$ cat config.mk
export PLATFORM = sky130hd
export DESIGN_NAME = ddr_cmd_monitor
export DESIGN_NICKNAME = d
export VERILOG_FILES = /design/src/rtl/ddr_mon_pkg.sv /design/src/rtl/ddr_cmd_decode.sv /design/src/rtl/ddr_burst_tracker.sv /design/src/rtl/ddr_bank_tracker.sv /design/src/rtl/ddr_cmd_monitor.sv
export SDC_FILE = /design/constraint.sdc
export NUM_CORES = 1
export LEC_CHECK = 0
export ABC_AREA = 1
export BUFFER_PORTS_ARGS = -buffer_cell sky130_fd_sc_hd__buf_4
export CAP_MARGIN = 20
export CORE_MARGIN = 2
export CORE_UTILIZATION = 45
export DETAILED_ROUTE_END_ITERATION = 8
export MAX_ROUTING_LAYER = met4
export PLACE_DENSITY = 0.75
export SKIP_LAST_GASP = 1
export SLEW_MARGIN = 40
export SYNTH_ARGS = -nofsm -noshare
export SYNTH_HDL_FRONTEND = slang
export SYNTH_SLANG_ARGS = --single-unit
$ cat constraint.sdc
create_clock -name clk -period 1.25 [get_ports clk]
set_clock_uncertainty 0.1 [all_clocks]
set_input_delay 0.25 -clock clk [delete_from_list [all_inputs] [get_ports clk]]
set_output_delay 0.25 -clock clk [all_outputs]
set_load 0.01 [all_outputs]
$ cat src/rtl/ddr_mon_pkg.sv
package ddr_mon_pkg;

   localparam int CMD_N  = 9;
   localparam int VIOL_N = 5;

   typedef enum logic [3:0] {
      C_NOP  = 4'd0,
      C_ACT  = 4'd1,
      C_RD   = 4'd2,
      C_WR   = 4'd3,
      C_BST  = 4'd4,
      C_PRE  = 4'd5,
      C_AREF = 4'd6,
      C_SREF = 4'd7,
      C_LMR  = 4'd8
   } cmd_e;

   localparam int V_RSV  = 0;
   localparam int V_BST  = 1;
   localparam int V_IDLE = 2;
   localparam int V_ACT  = 3;
   localparam int V_OPEN = 4;

endpackage

$ cat src/rtl/ddr_cmd_decode.sv
module ddr_cmd_decode
   import ddr_mon_pkg::*;
#(
   parameter int BA_W = 2
) (
   input  logic            cke,
   input  logic            cs_n,
   input  logic            ras_n,
   input  logic            cas_n,
   input  logic            we_n,
   input  logic [BA_W-1:1] ba_hi,
   output cmd_e            cmd,
   output logic            rsv
);

   always_comb begin
      cmd = C_NOP;
      rsv = 1'b0;
      if (!cs_n) begin
         case ({ras_n, cas_n, we_n})
            3'b111:  cmd = C_NOP;
            3'b011:  cmd = C_ACT;
            3'b101:  cmd = C_RD;
            3'b100:  cmd = C_WR;
            3'b110:  cmd = C_BST;
            3'b010:  cmd = C_PRE;
            3'b001:  cmd = cke ? C_AREF : C_SREF;
            default: cmd = C_LMR;
         endcase
      end
      if (!cke && cmd != C_NOP && cmd != C_SREF) begin
         rsv = 1'b1;
         cmd = C_NOP;
      end
      if (cmd == C_LMR && ba_hi != '0) begin
         rsv = 1'b1;
         cmd = C_NOP;
      end
   end

endmodule

$ cat src/rtl/ddr_burst_tracker.sv
module ddr_burst_tracker #(
   parameter int BURST_LEN = 4,
   parameter int BA_W      = 2
) (
   input  logic            clk,
   input  logic            rst_n,
   input  logic            start,
   input  logic            start_rd,
   input  logic            start_ap,
   input  logic [BA_W-1:0] start_bank,
   input  logic            bst_hit,
   output logic            rd_noap,
   output logic            ap_close,
   output logic [BA_W-1:0] ap_bank
);

   localparam int CLKS = BURST_LEN / 2;
   localparam int CW   = $clog2(CLKS + 1);

   if (BURST_LEN != 2 && BURST_LEN != 4 && BURST_LEN != 8) begin : g_bad_bl
      $error("BURST_LEN must be 2, 4 or 8");
   end

   logic            active_q;
   logic            rd_q;
   logic            ap_q;
   logic [BA_W-1:0] bank_q;
   logic            ending;

   if (CLKS == 1) begin : g_single
      assign ending = active_q;
   end else begin : g_count
      logic [CW-1:0] rem_q;
      always_ff @(posedge clk or negedge rst_n) begin
         if (!rst_n)                     rem_q <= '0;
         else if (start)                 rem_q <= CW'(CLKS);
         else if (active_q && !ending)   rem_q <= rem_q - 1'b1;
      end
      assign ending = active_q && (rem_q == CW'(1));


      burst_rem_chk: assert property (@(posedge clk) disable iff (!rst_n)
         active_q |-> (rem_q != '0 && rem_q <= CW'(CLKS)));
   end

   always_ff @(posedge clk or negedge rst_n) begin
      if (!rst_n) begin
         active_q <= 1'b0;
         rd_q     <= 1'b0;
         ap_q     <= 1'b0;
         bank_q   <= '0;
      end else if (start) begin
         active_q <= 1'b1;
         rd_q     <= start_rd;
         ap_q     <= start_ap;
         bank_q   <= start_bank;
      end else if (bst_hit || ending) begin
         active_q <= 1'b0;
      end
   end

   assign rd_noap  = active_q && rd_q && !ap_q;
   assign ap_close = active_q && ap_q && (ending || start);
   assign ap_bank  = bank_q;


   bst_stop_chk: assert property (@(posedge clk) disable iff (!rst_n)
      (bst_hit && !start) |=> !rd_noap);

endmodule

$ cat src/rtl/ddr_bank_tracker.sv
module ddr_bank_tracker #(
   parameter int BA_W = 2
) (
   input  logic                   clk,
   input  logic                   rst_n,
   input  logic                   open_en,
   input  logic [BA_W-1:0]        open_bank,
   input  logic                   pre_en,
   input  logic                   pre_all,
   input  logic [BA_W-1:0]        pre_bank,
   input  logic                   apc_en,
   input  logic [BA_W-1:0]        apc_bank,
   output logic [(1<<BA_W)-1:0]   bank_open
);

   localparam int NBANK = 1 << BA_W;

   for (genvar b = 0; b < NBANK; b++) begin : g_bank
      logic open_q;
      always_ff @(posedge clk or negedge rst_n) begin
         if (!rst_n)
            open_q <= 1'b0;
         else if (open_en && open_bank == BA_W'(b))
            open_q <= 1'b1;
         else if ((pre_en && (pre_all || pre_bank == BA_W'(b))) ||
                  (apc_en && apc_bank == BA_W'(b)))
            open_q <= 1'b0;
      end
      assign bank_open[b] = open_q;
   end


   pre_all_chk: assert property (@(posedge clk) disable iff (!rst_n)
      (pre_en && pre_all) |=> (bank_open == '0));

endmodule

$ cat src/rtl/ddr_cmd_monitor.sv
module ddr_cmd_monitor
   import ddr_mon_pkg::*;
#(
   parameter int ADDR_W    = 13,
   parameter int BA_W      = 2,
   parameter int AP_BIT    = 10,
   parameter int BURST_LEN = 4
) (
   input  logic                  clk,
   input  logic                  rst_n,
   input  logic                  clr_viol,
   input  logic                  cke,
   input  logic                  cs_n,
   input  logic                  ras_n,
   input  logic                  cas_n,
   input  logic                  we_n,
   input  logic [BA_W-1:0]       ba,
   input  logic [ADDR_W-1:0]     addr,
   output logic [8:0]            cmd_oh,
   output logic [BA_W-1:0]       cmd_bank,
   output logic [ADDR_W-1:0]     cmd_addr,
   output logic                  cmd_ap,
   output logic                  mr_ext,
   output logic [ADDR_W-1:0]     mr_op,
   output logic [(1<<BA_W)-1:0]  bank_open,
   output logic [4:0]            viol
);

   localparam logic [ADDR_W-1:0] AP_MASK = ADDR_W'(1) << AP_BIT;

   if (BA_W < 2 || BA_W > 3) begin : g_bad_ba
      $error("BA_W must be 2 or 3");
   end
   if (AP_BIT >= ADDR_W) begin : g_bad_ap
      $error("AP_BIT must lie inside the address bus");
   end

   cmd_e dcmd;
   logic drsv;

   ddr_cmd_decode #(.BA_W(BA_W)) u_dec (
      .cke   (cke),
      .cs_n  (cs_n),
      .ras_n (ras_n),
      .cas_n (cas_n),
      .we_n  (we_n),
      .ba_hi (ba[BA_W-1:1]),
      .cmd   (dcmd),
      .rsv   (drsv)
   );

   logic is_act, is_rd, is_wr, is_bst, is_pre, is_aref, is_lmr;
   assign is_act  = (dcmd == C_ACT);
   assign is_rd   = (dcmd == C_RD);
   assign is_wr   = (dcmd == C_WR);
   assign is_bst  = (dcmd == C_BST);
   assign is_pre  = (dcmd == C_PRE);
   assign is_aref = (dcmd == C_AREF);
   assign is_lmr  = (dcmd == C_LMR);

   logic            rd_noap;
   logic            ap_close;
   logic [BA_W-1:0] ap_bank;

   ddr_burst_tracker #(.BURST_LEN(BURST_LEN), .BA_W(BA_W)) u_burst (
      .clk        (clk),
      .rst_n      (rst_n),
      .start      (is_rd || is_wr),
      .start_rd   (is_rd),
      .start_ap   (addr[AP_BIT]),
      .start_bank (ba),
      .bst_hit    (is_bst && rd_noap),
      .rd_noap    (rd_noap),
      .ap_close   (ap_close),
      .ap_bank    (ap_bank)
   );

   ddr_bank_tracker #(.BA_W(BA_W)) u_banks (
      .clk       (clk),
      .rst_n     (rst_n),
      .open_en   (is_act),
      .open_bank (ba),
      .pre_en    (is_pre),
      .pre_all   (addr[AP_BIT]),
      .pre_bank  (ba),
      .apc_en    (ap_close),
      .apc_bank  (ap_bank),
      .bank_open (bank_open)
   );

   logic              tgt_open;
   logic [VIOL_N-1:0] new_v;
   logic [BA_W-1:0]   bank_d;
   logic [ADDR_W-1:0] addr_d;
   logic              ap_d;

   assign tgt_open = bank_open[ba];

   always_comb begin
      new_v         = '0;
      new_v[V_RSV]  = drsv;
      new_v[V_BST]  = is_bst && !rd_noap;
      new_v[V_IDLE] = (is_rd || is_wr) && !tgt_open;
      new_v[V_ACT]  = is_act && tgt_open;
      new_v[V_OPEN] = (is_aref || is_lmr) && (|bank_open);

      bank_d = '0;
      addr_d = '0;
      ap_d   = 1'b0;
      unique case (dcmd)
         C_ACT: begin
            bank_d = ba;
            addr_d = addr;
         end
         C_RD, C_WR: begin
            bank_d = ba;
            addr_d = addr & ~AP_MASK;
            ap_d   = addr[AP_BIT];
         end
         C_PRE: begin
            bank_d = addr[AP_BIT] ? '0 : ba;
         end
         default: ;
      endcase
   end

   logic [VIOL_N-1:0] viol_q;

   always_ff @(posedge clk or negedge rst_n) begin
      if (!rst_n) begin
         cmd_oh   <= 9'h001;
         cmd_bank <= '0;
         cmd_addr <= '0;
         cmd_ap   <= 1'b0;
         mr_ext   <= 1'b0;
         mr_op    <= '0;
         viol_q   <= '0;
      end else begin
         cmd_oh   <= CMD_N'(1) << dcmd;
         cmd_bank <= bank_d;
         cmd_addr <= addr_d;
         cmd_ap   <= ap_d;
         mr_ext   <= is_lmr ? ba[0] : 1'b0;
         mr_op    <= is_lmr ? addr : '0;
         viol_q   <= clr_viol ? '0 : (viol_q | new_v);
      end
   end

   assign viol = viol_q;


   deselect_nop_chk: assert property (@(posedge clk) disable iff (!rst_n)
      cs_n |=> (cmd_oh == 9'h001));


   onehot_cmd_chk: assert property (@(posedge clk) disable iff (!rst_n)
      $countones(cmd_oh) == 1);


   act_opens_chk: assert property (@(posedge clk) disable iff (!rst_n)
      is_act |=> bank_open[$past(ba)]);


   idle_access_chk: assert property (@(posedge clk) disable iff (!rst_n)
      ((is_rd || is_wr) && !tgt_open && !clr_viol) |=> viol_q[V_IDLE]);


   viol_sticky_chk: assert property (@(posedge clk) disable iff (!rst_n)
      (|($past(viol_q) & ~viol_q)) |-> $past(clr_viol));

endmodule

## After elaboration in Yosys (flattened, before gate mapping)

Index checks and enable logic that the tools add are counted.
Widths: inputs -> output; s select.

- Input bits: 23
- Register bits: 55
- Word-level logic and storage cells: 126

- Reduce and logical (&&, ||, !) cells: 55
- Shifts and indexed selects: 1
- Add/subtract/negate cells: 1
- Multiplexer cells: 28
- Bitwise operators: 1
- Eq/ne operators: 23
- $lt $le $gt $ge: 1

Operators by type and width:

| kind | count |
|---|---|
| $pmux 4 s7 | 1 |
| $logic_and 1x1->1 | 26 |
| $pmux 13 s2 | 1 |
| $mux 1 | 16 |
| $mux 13 | 1 |
| $eq 3x3->1 const B | 4 |
| $eq 4x3->1 const B | 3 |
| $logic_or 1x1->1 | 12 |
| $mux 4 | 3 |
| $reduce_bool 2->1 | 6 |
| $shl 1x4->9 const A | 1 |
| $eq 2x2->1 const B | 4 |
| $eq 4x2->1 const B | 2 |
| $eq 4x4->1 const B | 2 |
| $eq 2x1->1 const B | 3 |
| $eq 3x2->1 const B | 2 |
| $mux 2 | 3 |
| $logic_not 1->1 | 5 |
| $mux 5 | 1 |
| $or 5x5->5 | 1 |
| $eq 4x1->1 const B | 1 |
| $logic_not 2->1 | 2 |
| $ne 4x3->1 const B | 1 |
| $pmux 2 s2 | 1 |
| other kinds (8) | 8 |

## Longest topological paths before layout

Gate-level depths: netlist of the first run.

- Depth after elaboration: 18
- Depth in mapped cells: 11

## Modules after synthesis

A second synthesis of the first run with hierarchy kept.

- Cells, all modules: 265
- Area total of the unflattened synthesis: 2384.8 µm²

By module, submodules not included:

| module | area an instance (µm²) | instances | cells an instance | sequential area each (µm²) |
|---|---|---|---|---|
| ddr_cmd_monitor | 1611.5 | 1 | 146 | 1102.3 |
| ddr_burst_tracker | 307.8 | 1 | 36 | 175.2 |
| ddr_bank_tracker | 292.8 | 1 | 48 | 100.1 |
| ddr_cmd_decode | 172.7 | 1 | 35 | 0.0 |

## Worst setup path after synthesis of the first run

No wires, ideal clock.

- Path type: input to register
- Start: input port cs_n
- End: register mr_op[10]
- Data arrival time: 1153 ps
- Required time: 1081 ps
- Library setup time: 69 ps
- Stages on the path: 8
- Path slack: -72 ps
- Path through: inv_1 -> o21ai_1 -> nor2_4 -> nand3_2 -> nand2_4 -> nand3_4 -> buf_6 -> nor2_2

- Cells in the longest elaborated chain, start to end: 10

Ends and longest elaborated chain:

| element | RTL line | source |
|---|---|---|
| start: declaration | ddr_cmd_monitor.sv:13 | `input logic cs_n,` |
| $mux 4 * | ddr_cmd_decode.sv:19 | `if (!cs_n) begin` |
| $reduce_bool 4->1 | ddr_cmd_decode.sv:31 | `if (!cke && cmd != C_NOP && cmd != C_SREF) begin` |
| $logic_and 1x1->1 (2 in series) | ddr_cmd_decode.sv:31 |  |
| $mux 4 * | ddr_cmd_decode.sv:31 |  |
| $eq 4x4->1 | ddr_cmd_decode.sv:35 | `if (cmd == C_LMR && ba_hi != '0) begin` |
| $logic_and 1x1->1 | ddr_cmd_decode.sv:35 |  |
| $mux 4 * | ddr_cmd_decode.sv:35 |  |
| $eq 4x4->1 * | ddr_cmd_monitor.sv:59 | `assign is_lmr = (dcmd == C_LMR);` |
| $mux 13 * | ddr_cmd_monitor.sv:144 | `mr_op <= is_lmr ? addr : '0;` |
| end signal: assignment | ddr_cmd_monitor.sv:144 |  |
| end: declaration | ddr_cmd_monitor.sv:24 | `output logic [ADDR_W-1:0] mr_op,` |

Mark *: on every way between the ends. The rest lies on a longest branch, timed or not.
A chain may end at the register's enable or synchronous reset.

## Worst setup path after layout of the first run

- Start: register u_banks.g_bank[2].open_q
- End: output port bank_open[2]

RTL lines:

| element | RTL line | source |
|---|---|---|
| start: declaration | ddr_bank_tracker.sv:19 | `logic open_q;` |
| start signal: assignment | ddr_bank_tracker.sv:22 | `open_q <= 1'b0;` |
| start signal: assignment | ddr_bank_tracker.sv:24 | `open_q <= 1'b1;` |
| start signal: assignment | ddr_bank_tracker.sv:27 | `open_q <= 1'b0;` |
| end: declaration | ddr_cmd_monitor.sv:25 | `output logic [(1<<BA_W)-1:0] bank_open,` |

No word-level cell between the ends.

==> flow_summary.toml, run 1 <==
[outcome]
status = "finished with violations"
violations = "setup timing"

[clock_tree]
clock-sinks = 55
insertion_delay_ps = 300
cts_tree = "built"
cts_max_level = 2
cts_buffer_depth = 2
clk_pin_slew_ps = 90
clock-root-buffer = "clkbuf_8"
numCtsBuffers = 5

[drt]
viasPerCell = 4.60
drt_iter0_drc = 85
first_pass_iters = 4
vias = 1841
drc = 0
wl_per_cell_um = 13.1
postRouteAntennaNets = 0
drt-total-wl_um = 5230

[die]
fp.dieW_um = 74.7
ioPinCount = 71
core_um2 = 4790
rows = 25
start_util_pct = 47.0
die_height_um = 74.7
die_area_um2 = 5580

[setup_path]
regToRegStartpoint = "u_banks.g_bank[0].open_q"
startpoint_type = "register"
crit_arrival_ps = 1000
crit_start = "u_banks.g_bank[2].open_q"
required_ps = 900
reg2reg_depth = 3
r2r_slack_ps = -90
cp-end-kind = "output port"
critical_path_class = "reg -> out"
r2r-end = "viol[4]"
crit_end = "bank_open[2]"
cp_max_fo = 4

[final_layout]
fillerInstances = 368
antenna_cells = 0
nNetsFinal = 356
drive_gt1_share_pct = 51.4
area_growth_pct = 53.8
final_util_pct = 72.3

[yosys]
synth_fa_ha_area_share_pct = 0.556
synthesis.nets = 252
synth_area_leader_cell = "dfrtp_1"
synthXorXnorAreaFrac_pct = 0.389
muxShareOfSynthArea_pct = 0
synth_enable_flop_cells = 0
async_flop_share_pct = 100
synth_area_per_cell_um2 = 9.87
postSynthCellCount = 228
synth-compound-area-share_pct = 5.56
yosysWarnings = 0
netlist_top_cells_area = "dfrtp_1, inv_1, nand2_1"
ys_seq_area_share_pct = 61.2
synth_top_family_by_area = "simple AND/OR/NAND/NOR gates"
synth_seq_cells = 55
yosysMostFrequentCell = "dfrtp_1"
synth_flop_cell = "dfrtp_1"
synth_simple_gate_area_share_pct = 22.6
yosysTopAreaCellShare_pct = 60.0
synth_common_cells = "dfrtp_1, inv_1, nand2_1"
ys_types = 32
netlist_area_um2 = 2250

[placed_design]
hpwl_um = 3650
place_congestion = 0.865
dp_slack_ps = -320
io_buffers = 70

[sta]
worst_slew_pin_slew_ps = 283
max_freq_mhz = 743
rsz0062_at_grt = "yes"
maxSlewViolCount = 0
maxSlewHeadroom_pct = 81.1
hold_violations = 0
setup-violations-final = 6
fin_crit_ps = 1350
fin_crit_sh_pct = 108
setup_ws_ps = -96.6

[global_routing]
grtUsageTotal_pct = 19.9
grt_pass1_wl_um = 8200
grt_max_degree = 29
overflow = 0
antenna_found_initial = 0
grt_pass1_vias = 1839

[power]
p_per_area_nw_per_um2 = 1310
sw_frac_of_total_pct = 28.3
p_sw_mw = 1.28
pwr-share-seq_pct = 46.7
worst_ir_drop_vdd_v = 0.000861
internal_power_mw = 3.25
combPwrFrac_pct = 27.0
p_leak_nw = 1.89
clock_power_share_pct = 26.3

[flow_run]
maxCapViolCount = 0

[min_path]
min_path_type = "in -> reg"
[worst min path at each step]
stage | slack, ps | end | from | depth (start not counted)
finish | 30 | viol[4] | clr_viol | 2
CTS | 20 | viol[4] | clr_viol | 2
global route | 20 | viol[4] | clr_viol | 2
global placement | 50 | mr_op[0] | rst_n | 1
detailed placement | 50 | mr_op[0] | rst_n | 1
floorplan | -150 | cmd_addr[0] | rst_n | 0
[power by group through the flow]
stage / registers, mW / clock network [mW] / logic, mW
CTS: 2.10 / 1.22 / 1.08
finish: 2.12 / 1.19 / 1.22
floorplan: 2.11 / 0 / 0.509
global route: 2.14 / 1.29 / 1.33
detailed placement: 2.11 / 0 / 0.953
global placement: 2.11 / 0 / 0.912
[what timing repair did]
| action | in CTS | in global routing |
|---|---|---|
| gates cloned | 0 | 1 |
| setup endpoints to repair | 12 | 46 |
| pin swaps | 4 | 13 |
| hold buffers | 1 | 0 |
| gates resized for setup | 16 | 34 |
| setup buffers | 0 | 3 |
| hold endpoints to repair | 18 | 0 |
[area by class of cell]
type / instances / area, µm² / area share [%]
Sequential cell: 55 / 1380 / 39.8
Timing Repair Buffer: 104 / 886 / 25.6
Multi-Input combinational cell: 123 / 808 / 23.4
Inverter: 43 / 186 / 5.39
Tap cell: 67 / 83.8 / 2.42
Clock buffer: 6 / 82.6 / 2.39
Clock inverter: 2 / 35.0 / 1.01
[cell families (layout without fill, tap and decap cells)]
logic type,after synthesis,count (layout)
XOR/XNOR,1,1
AND/OR/NAND/NOR,100,100
AO/OA/AOI/OAI,21,21
adder cells (fa/ha/maj),1,1
buffers and inverters,50,155
flip-flops,55,55
[per-layer routing]
metal / GRT usage [%] / vias up / wire (µm)
li1: - / 899 / -
met1: 25.4 / 863 / 2180
met2: 32.1 / 68 / 2630
met3: 4.02 / 11 / 337
met4: 6.15 / 0 / 84
met5: - / - / 0
[critical path, stage by stage (launching register included)]
cell and delay, ps:
dfrtp_2 460, buf_6 130, buf_6 110
[through the flow]
stage               instances  cell area, µm²  power [mW]  setup TNS [ps]  hold slack (ps)
floorplan                 228            2300        2.62            -878             -146
global placement          387            3090        3.02          -11390             47.5
detailed placement        387            3090        3.06          -13010             50.1
CTS                       396            3280        4.40            -462             24.1
global route              400            3460        4.77           -1530             22.5
finish                    400            3460        4.54            -406             31.5
[state kept, by name (all words and copies together), names as in the netlist, 2 cells and up]
register / flops
u_burst.ap_bank: 2
mr_op: 13
cmd_bank: 2
cmd_oh: 9
u_banks.g_bank.open_q: 4
viol: 5
u_burst.g_count.rem_q: 2
cmd_addr: 13
[cells in the final DEF (no fill, tap or decap), types with 2 or more instances in the layout]
cell type,Yosys,layout
a21oi_1,3,2
a21oi_2,2,2
buf_12,0,2
buf_4,4,85
buf_6,2,14
clkbuf_8,0,6
dfrtp_1,54,53
inv_1,38,32
inv_2,5,7
inv_6,0,2
nand2_1,32,27
nand2_2,2,6
nand2_4,1,2
nand3_1,9,2
nand3_2,2,7
nand3_4,1,3
nand4_1,3,3
nor2_1,28,24
nor2_2,14,11
nor2_4,3,10
nor3_1,2,2
o21ai_0,7,7
o21ai_1,4,3
(Power assumes the default switching activity.)
==> run 2: changes to the inputs <==
Settings changed: BUFFER_PORTS_ARGS -buffer_cell sky130_fd_sc_hd__buf_4 to -buffer_cell sky130_fd_sc_hd__buf_2, RECOVER_POWER from default to 50.
==> run 2 against run 1 <==
  * The flow still finishes with violations (setup timing)
  * Routed wire length decreased by 6.3%
  * Via count grew 1.5%
  * Cell area fell by 3.9%
  * Worst hold slack better by 31 ps
  * Critical path type unchanged
==> flow_summary.toml, run 2 (synthesized netlist as in run 1, its figures left out) <==
[power]
clock_power_share_pct = 23.5
internal_power_mw = 3.07
p_sw_mw = 1.32
combPwrFrac_pct = 28.3
sw_frac_of_total_pct = 30.2
worst_ir_drop_vdd_v = 0.000797
p_leak_nw = 1.88
p_total_mw = 4.39
p_per_area_nw_per_um2 = 1320
pwr-share-seq_pct = 48.2

[clock_tree]
cts_tree = "built"
clk_pin_slew_ps = 100
clock-sinks = 55
numCtsBuffers = 5
clock-root-buffer = "clkbuf_8"
cts_buffer_depth = 2
insertion_delay_ps = 300
cts_max_level = 2

[sta]
rsz0062_at_grt = "yes"
setup_ws_ps = -84.3
fin_crit_ps = 1330
maxSlewViolCount = 0
hold_violations = 0
setup-violations-final = 7
maxSlewHeadroom_pct = 68.4
worst_slew_pin_slew_ps = 474
max_freq_mhz = 749
fin_crit_sh_pct = 107

[die]
die_area_um2 = 5580
ioPinCount = 71
core_um2 = 4790
die_height_um = 74.7
fp.dieW_um = 74.7
rows = 25
start_util_pct = 47.0

[setup_path]
critPathTopFamily = "flip-flops"
crit_arrival_ps = 980
required_ps = 900
max_stage_delay_ps = 430
path_cells = "buf_6 -> buf_6"
critical_path_class = "reg -> out"
critPathBufInv = 2
cp_max_fo = 3
critical-path-top-cell-by-count = "buf_6"
cp_slowest_cell = "dfrtp_1"
cp-end-kind = "output port"
startpoint_type = "register"

[drt]
drt-total-wl_um = 4900
postRouteAntennaNets = 0
drt_iter0_drc = 66
wl_per_cell_um = 12.1
first_pass_iters = 4
vias = 1868
viasPerCell = 4.62
drc = 0

[global_routing]
grtUsageTotal_pct = 18.4
antenna_found_initial = 0
overflow = 0
grt_max_degree = 56
grt_pass1_vias = 1752
grt_pass1_wl_um = 7540

[placed_design]
placed_cell_area_um2 = 2880
hpwl_um = 3390
place_congestion = 0.797
io_buffers = 70

[final_layout]
antenna_cells = 0
area_growth_pct = 47.8
final_common_cell = "buf_2"
nNetsFinal = 360
top_regs = "cmd_addr x13, mr_op x13, cmd_oh x9"
final_cell_mix = "buf_2, dfrtp_1, inv_1"
fin_area_um2 = 3330
drive_gt1_share_pct = 52.2

[min_path]
min_path_type = "in -> reg"

[flow_run]
maxCapViolCount = 0

[outcome]
violations = "setup timing"
status = "finished with violations"
-- run 2: final cells by class --
type	count	area [µm²]
timing repair buffer	108	747
fill	369	1460
clock inverter	2	16.3
sequential	55	1380
inverter	43	184
clock buffer	6	82.6
tap	67	83.8
multi-input combinational	123	836
-- run 2: final timing paths --
| kind | from | end | slack (ps) | cells after the start |
|---|---|---|---|---|
| setup / recovery | u_banks.g_bank[3].open_q | bank_open[3] | -80 | 2 |
| hold / removal | clr_viol | viol[4] | 60 | 2 |
| setup reg to reg | u_banks.g_bank[3].open_q | viol[4] | -60 | 3 |
| hold reg to reg | viol[0] | viol[0] | 390 | 2 |
| max in group asynchronous | rst_n | cmd_oh[0] | 290 | 3 |
| min in group asynchronous | rst_n | cmd_addr[0] | 410 | 3 |
-- run 2: routing by layer --
| layer | track usage, % | wire length [µm] | vias to the layer above |
|---|---|---|---|
| li1 | - | - | 911 |
| met1 | 22.3 | 2160 | 871 |
| met2 | 30.2 | 2310 | 77 |
| met3 | 4.55 | 373 | 9 |
| met4 | 6.35 | 59 | 0 |
| met5 | - | 0 | - |
-- run 2: through the flow --
stage,util (%),std cells,setup TNS [ps],setup slack (ps),hold WS [ps]
floorplan,-,228,-878,-50.4,-146
global placement,60.3,383,-12260,-313,163
detailed placement,60.3,383,-13290,-324,167
CTS,64.8,398,-436,-78.2,54.9
global route,69.5,404,-1370,-124,69.0
finish,69.5,404,-343,-84.3,62.4
-- run 2: timing repair --
| action | CTS | global route |
|---|---|---|
| pin swaps | 7 | 19 |
| hold endpoints to repair | 54 | 0 |
| buffers inserted | 6 | 6 |
| gates resized for setup | 14 | 57 |
| endpoints found under the setup margin | 12 | 41 |
| cloned | 0 | 1 |
| hold buffers | 1 | 0 |
-- run 2: power groups by stage --
stage	registers, mW	clock network [mW]	logic [mW]
final	2.12	1.03	1.24
after global routing	2.14	1.11	1.38
after CTS	2.09	1.04	1.08
after detailed placement	2.11	0	0.836
after global placement	2.11	0	0.811
after floorplan	2.11	0	0.509
==> run 3: changes to the inputs <==
Settings changed: ABC_AREA 1 to default, PLACE_DENSITY 0.75 to 0.72.
Clock period 1.25 ns to 1.5 ns, I/O delays scaled along.
==> run 3 against run 2 <==
  * Routed wire length decreased by 1.9%
  * Sequential share of layout area rose by 6.7 points
  * First-iteration DRC count increased by 32%
  * The flow now finishes without violations
  * Setup slack better by 190 ps
  * Total power shrank 31%
  * Synthesized cell count shrank 19%
  * Critical endpoint is now viol[3]
  * Largest cell class unchanged
  * Die area down 0.57%
  * Flip-flop and latch count is the same
  * Clock power shrank 20%
==> flow_summary.toml, run 3 <==
[setup_path]
required_ps = 1600
path_cells = "mux4_2 -> a31oi_1 -> nor2_1"
cp-end-kind = "register"
cp_max_fo = 4
critPathBufInv = 0
max_stage_delay_ps = 500
cp_slowest_cell = "mux4_2"
critPathTopFamily = "multiplexers"
critical_path_class = "reg -> reg"
crit_arrival_ps = 1490
startpoint_type = "register"

[clock_tree]
cts_buffer_depth = 2
clock-root-buffer = "clkbuf_8"
clk_pin_slew_ps = 90
cts_tree = "built"
postCtsSetupRepairBufs = 0
numCtsBuffers = 5
cts_max_level = 2
clock-sinks = 55
insertion_delay_ps = 320

[sta]
max_freq_mhz = 719
fin_crit_ps = 1390
fin_crit_sh_pct = 92.8
maxSlewViolCount = 0
worst_slew_pin_slew_ps = 706
maxSlewHeadroom_pct = 52.6
setup-violations-final = 0
rsz0062_at_grt = "no"
setup_ws_ps = 109
hold_violations = 0

[drt]
drc = 0
postRouteAntennaNets = 0
drt_iter0_drc = 87
wl_per_cell_um = 14.2
first_pass_iters = 4
viasPerCell = 5.01
drt-total-wl_um = 4810
vias = 1695

[die]
core_um2 = 4750
fp.dieW_um = 74.5
start_util_pct = 47.1
rows = 25
die_area_um2 = 5550
die_height_um = 74.5
ioPinCount = 71

[final_layout]
final_cell_mix = "buf_2, dfrtp_1, and2_1"
antenna_cells = 0
top_regs = "cmd_addr x13, mr_op x13, cmd_oh x9"
drive_gt1_share_pct = 35.1
final-instance-count-excl-fill = 338
area_growth_pct = 28.1
final_common_cell = "buf_2"
nNetsFinal = 295

[placed_design]
placed_cells = 330
dp_slack_ps = -167
hpwl_um = 3660
place_congestion = 0.872
io_buffers = 70

[yosys]
netlist_top_cells_area = "dfrtp_1, and2_1, buf_4"
postSynthCellCount = 184
synthesis.nets = 208
async_flop_share_pct = 100
synth_area_leader_cell = "dfrtp_1"
synth_area_per_cell_um2 = 12.2
ys_seq_area_share_pct = 61.6
synth_enable_flop_cells = 0
synth_flop_cell = "dfrtp_1"
yosysMostFrequentCell = "dfrtp_1"
netlist_area_um2 = 2240
yosysTopAreaCellShare_pct = 60.4
synth_common_cells = "dfrtp_1, and2_1, nor2_1"
synth_seq_cells = 55
ys_types = 46
yosysWarnings = 0

[outcome]
status = "finished, final reports clean"

[global_routing]
grt_pass1_wl_um = 7810
antenna_found_initial = 0
overflow = 0
grtUsageTotal_pct = 19.6
grt_max_degree = 23
grt_pass1_vias = 1667

[power]
p_per_area_nw_per_um2 = 1060
worst_ir_drop_vdd_v = 0.000456
p_leak_nw = 1.54

[min_path]
min_path_type = "in -> reg"

[flow_run]
maxCapViolCount = 0
[run 3: cell types whose count changed in the layout (fill, tap and decap cells not counted), sizes merged, moves of 5 or more]
cell and delta:
o21ai -5, nor2 -33, inv -35, and2 +27
nor2b +6, nand3 -12, nand2 -29, buf -23
clkbuf +8
[run 3: layer usage]
layer | vias up | routed length [µm] | global-route usage, %
li1 | 805 | - | -
met1 | 836 | 2060 | 24.2
met2 | 47 | 2460 | 31.8
met3 | 7 | 207 | 3.12
met4 | 0 | 87 | 8.73
met5 | - | 0 | -
[run 3: metrics by stage]
step           hold slack, ps  TNS [ps]  area [µm²]  total power [mW]  utilization (%)
2_1_floorplan           -95.6         0        2240              2.03                -
3_3_place_gp              136     -2280        2820              2.23             59.3
3_5_place_dp              136     -2650        2820              2.25             59.3
4_1_cts                  73.7         0        2920              3.06             61.4
5_1_grt                  78.2         0        2870              3.18             60.3
6_report                 74.5         0        2870              3.02             60.3
[run 3: cells by family after synthesis]
family | after synthesis | synth area share (%)
AND/OR/NAND/NOR | 72 | 20.2
flip-flops | 55 | 61.6
AO/OA/AOI/OAI | 33 | 11.2
buffers and inverters | 21 | 4.98
XOR/XNOR | 1 | 0.392
multiplexers | 1 | 1.01
adder cells (fa/ha/maj) | 1 | 0.559
[run 3: worst paths after layout]
kind / startpoint / end / slack, ps / cells past startpoint
max reg2reg: u_banks.g_bank[3].open_q / viol[3] / 110 / 3
min in group asynchronous: rst_n / mr_op[7] / 310 / 2
min: cs_n / cmd_oh[7] / 70 / 2
min reg2reg: viol[2] / viol[2] / 410 / 1
max in group asynchronous: rst_n / viol[3] / 200 / 3
max: u_banks.g_bank[3].open_q / viol[3] / 110 / 3
[run 3: area by class of cell]
class                      count  area (µm²)
inverter                       7        26.3
sequential                    55        1380
timing repair buffer          94         546
fill                         421        1890
tap                           67        83.8
clock inverter                 2        17.5
multi-input combinational    108         746
clock buffer                   5        68.8
[run 3: worst reg2reg max path, delay by kind of cell (launching register included)]
kind	cells	cell delay, ps
muxes	1	500
AOI/OAI and AO/OA	1	200
DFF	1	420
and+or+nand+nor	1	60
[run 3: power by group]
part           internal (mW)  total (mW)  switching [mW]
Clock                  0.329       0.819           0.490
Sequential              1.59        1.68          0.0876
Combinational          0.254       0.525           0.272
Total                   2.18        3.02           0.849
[run 3: what timing repair did]
action / in CTS / in global routing
resized for setup: 0 / 0
setup endpoints to repair: 0 / 0
hold buffers: 1 / 0
endpoints found under the hold margin: 12 / 0
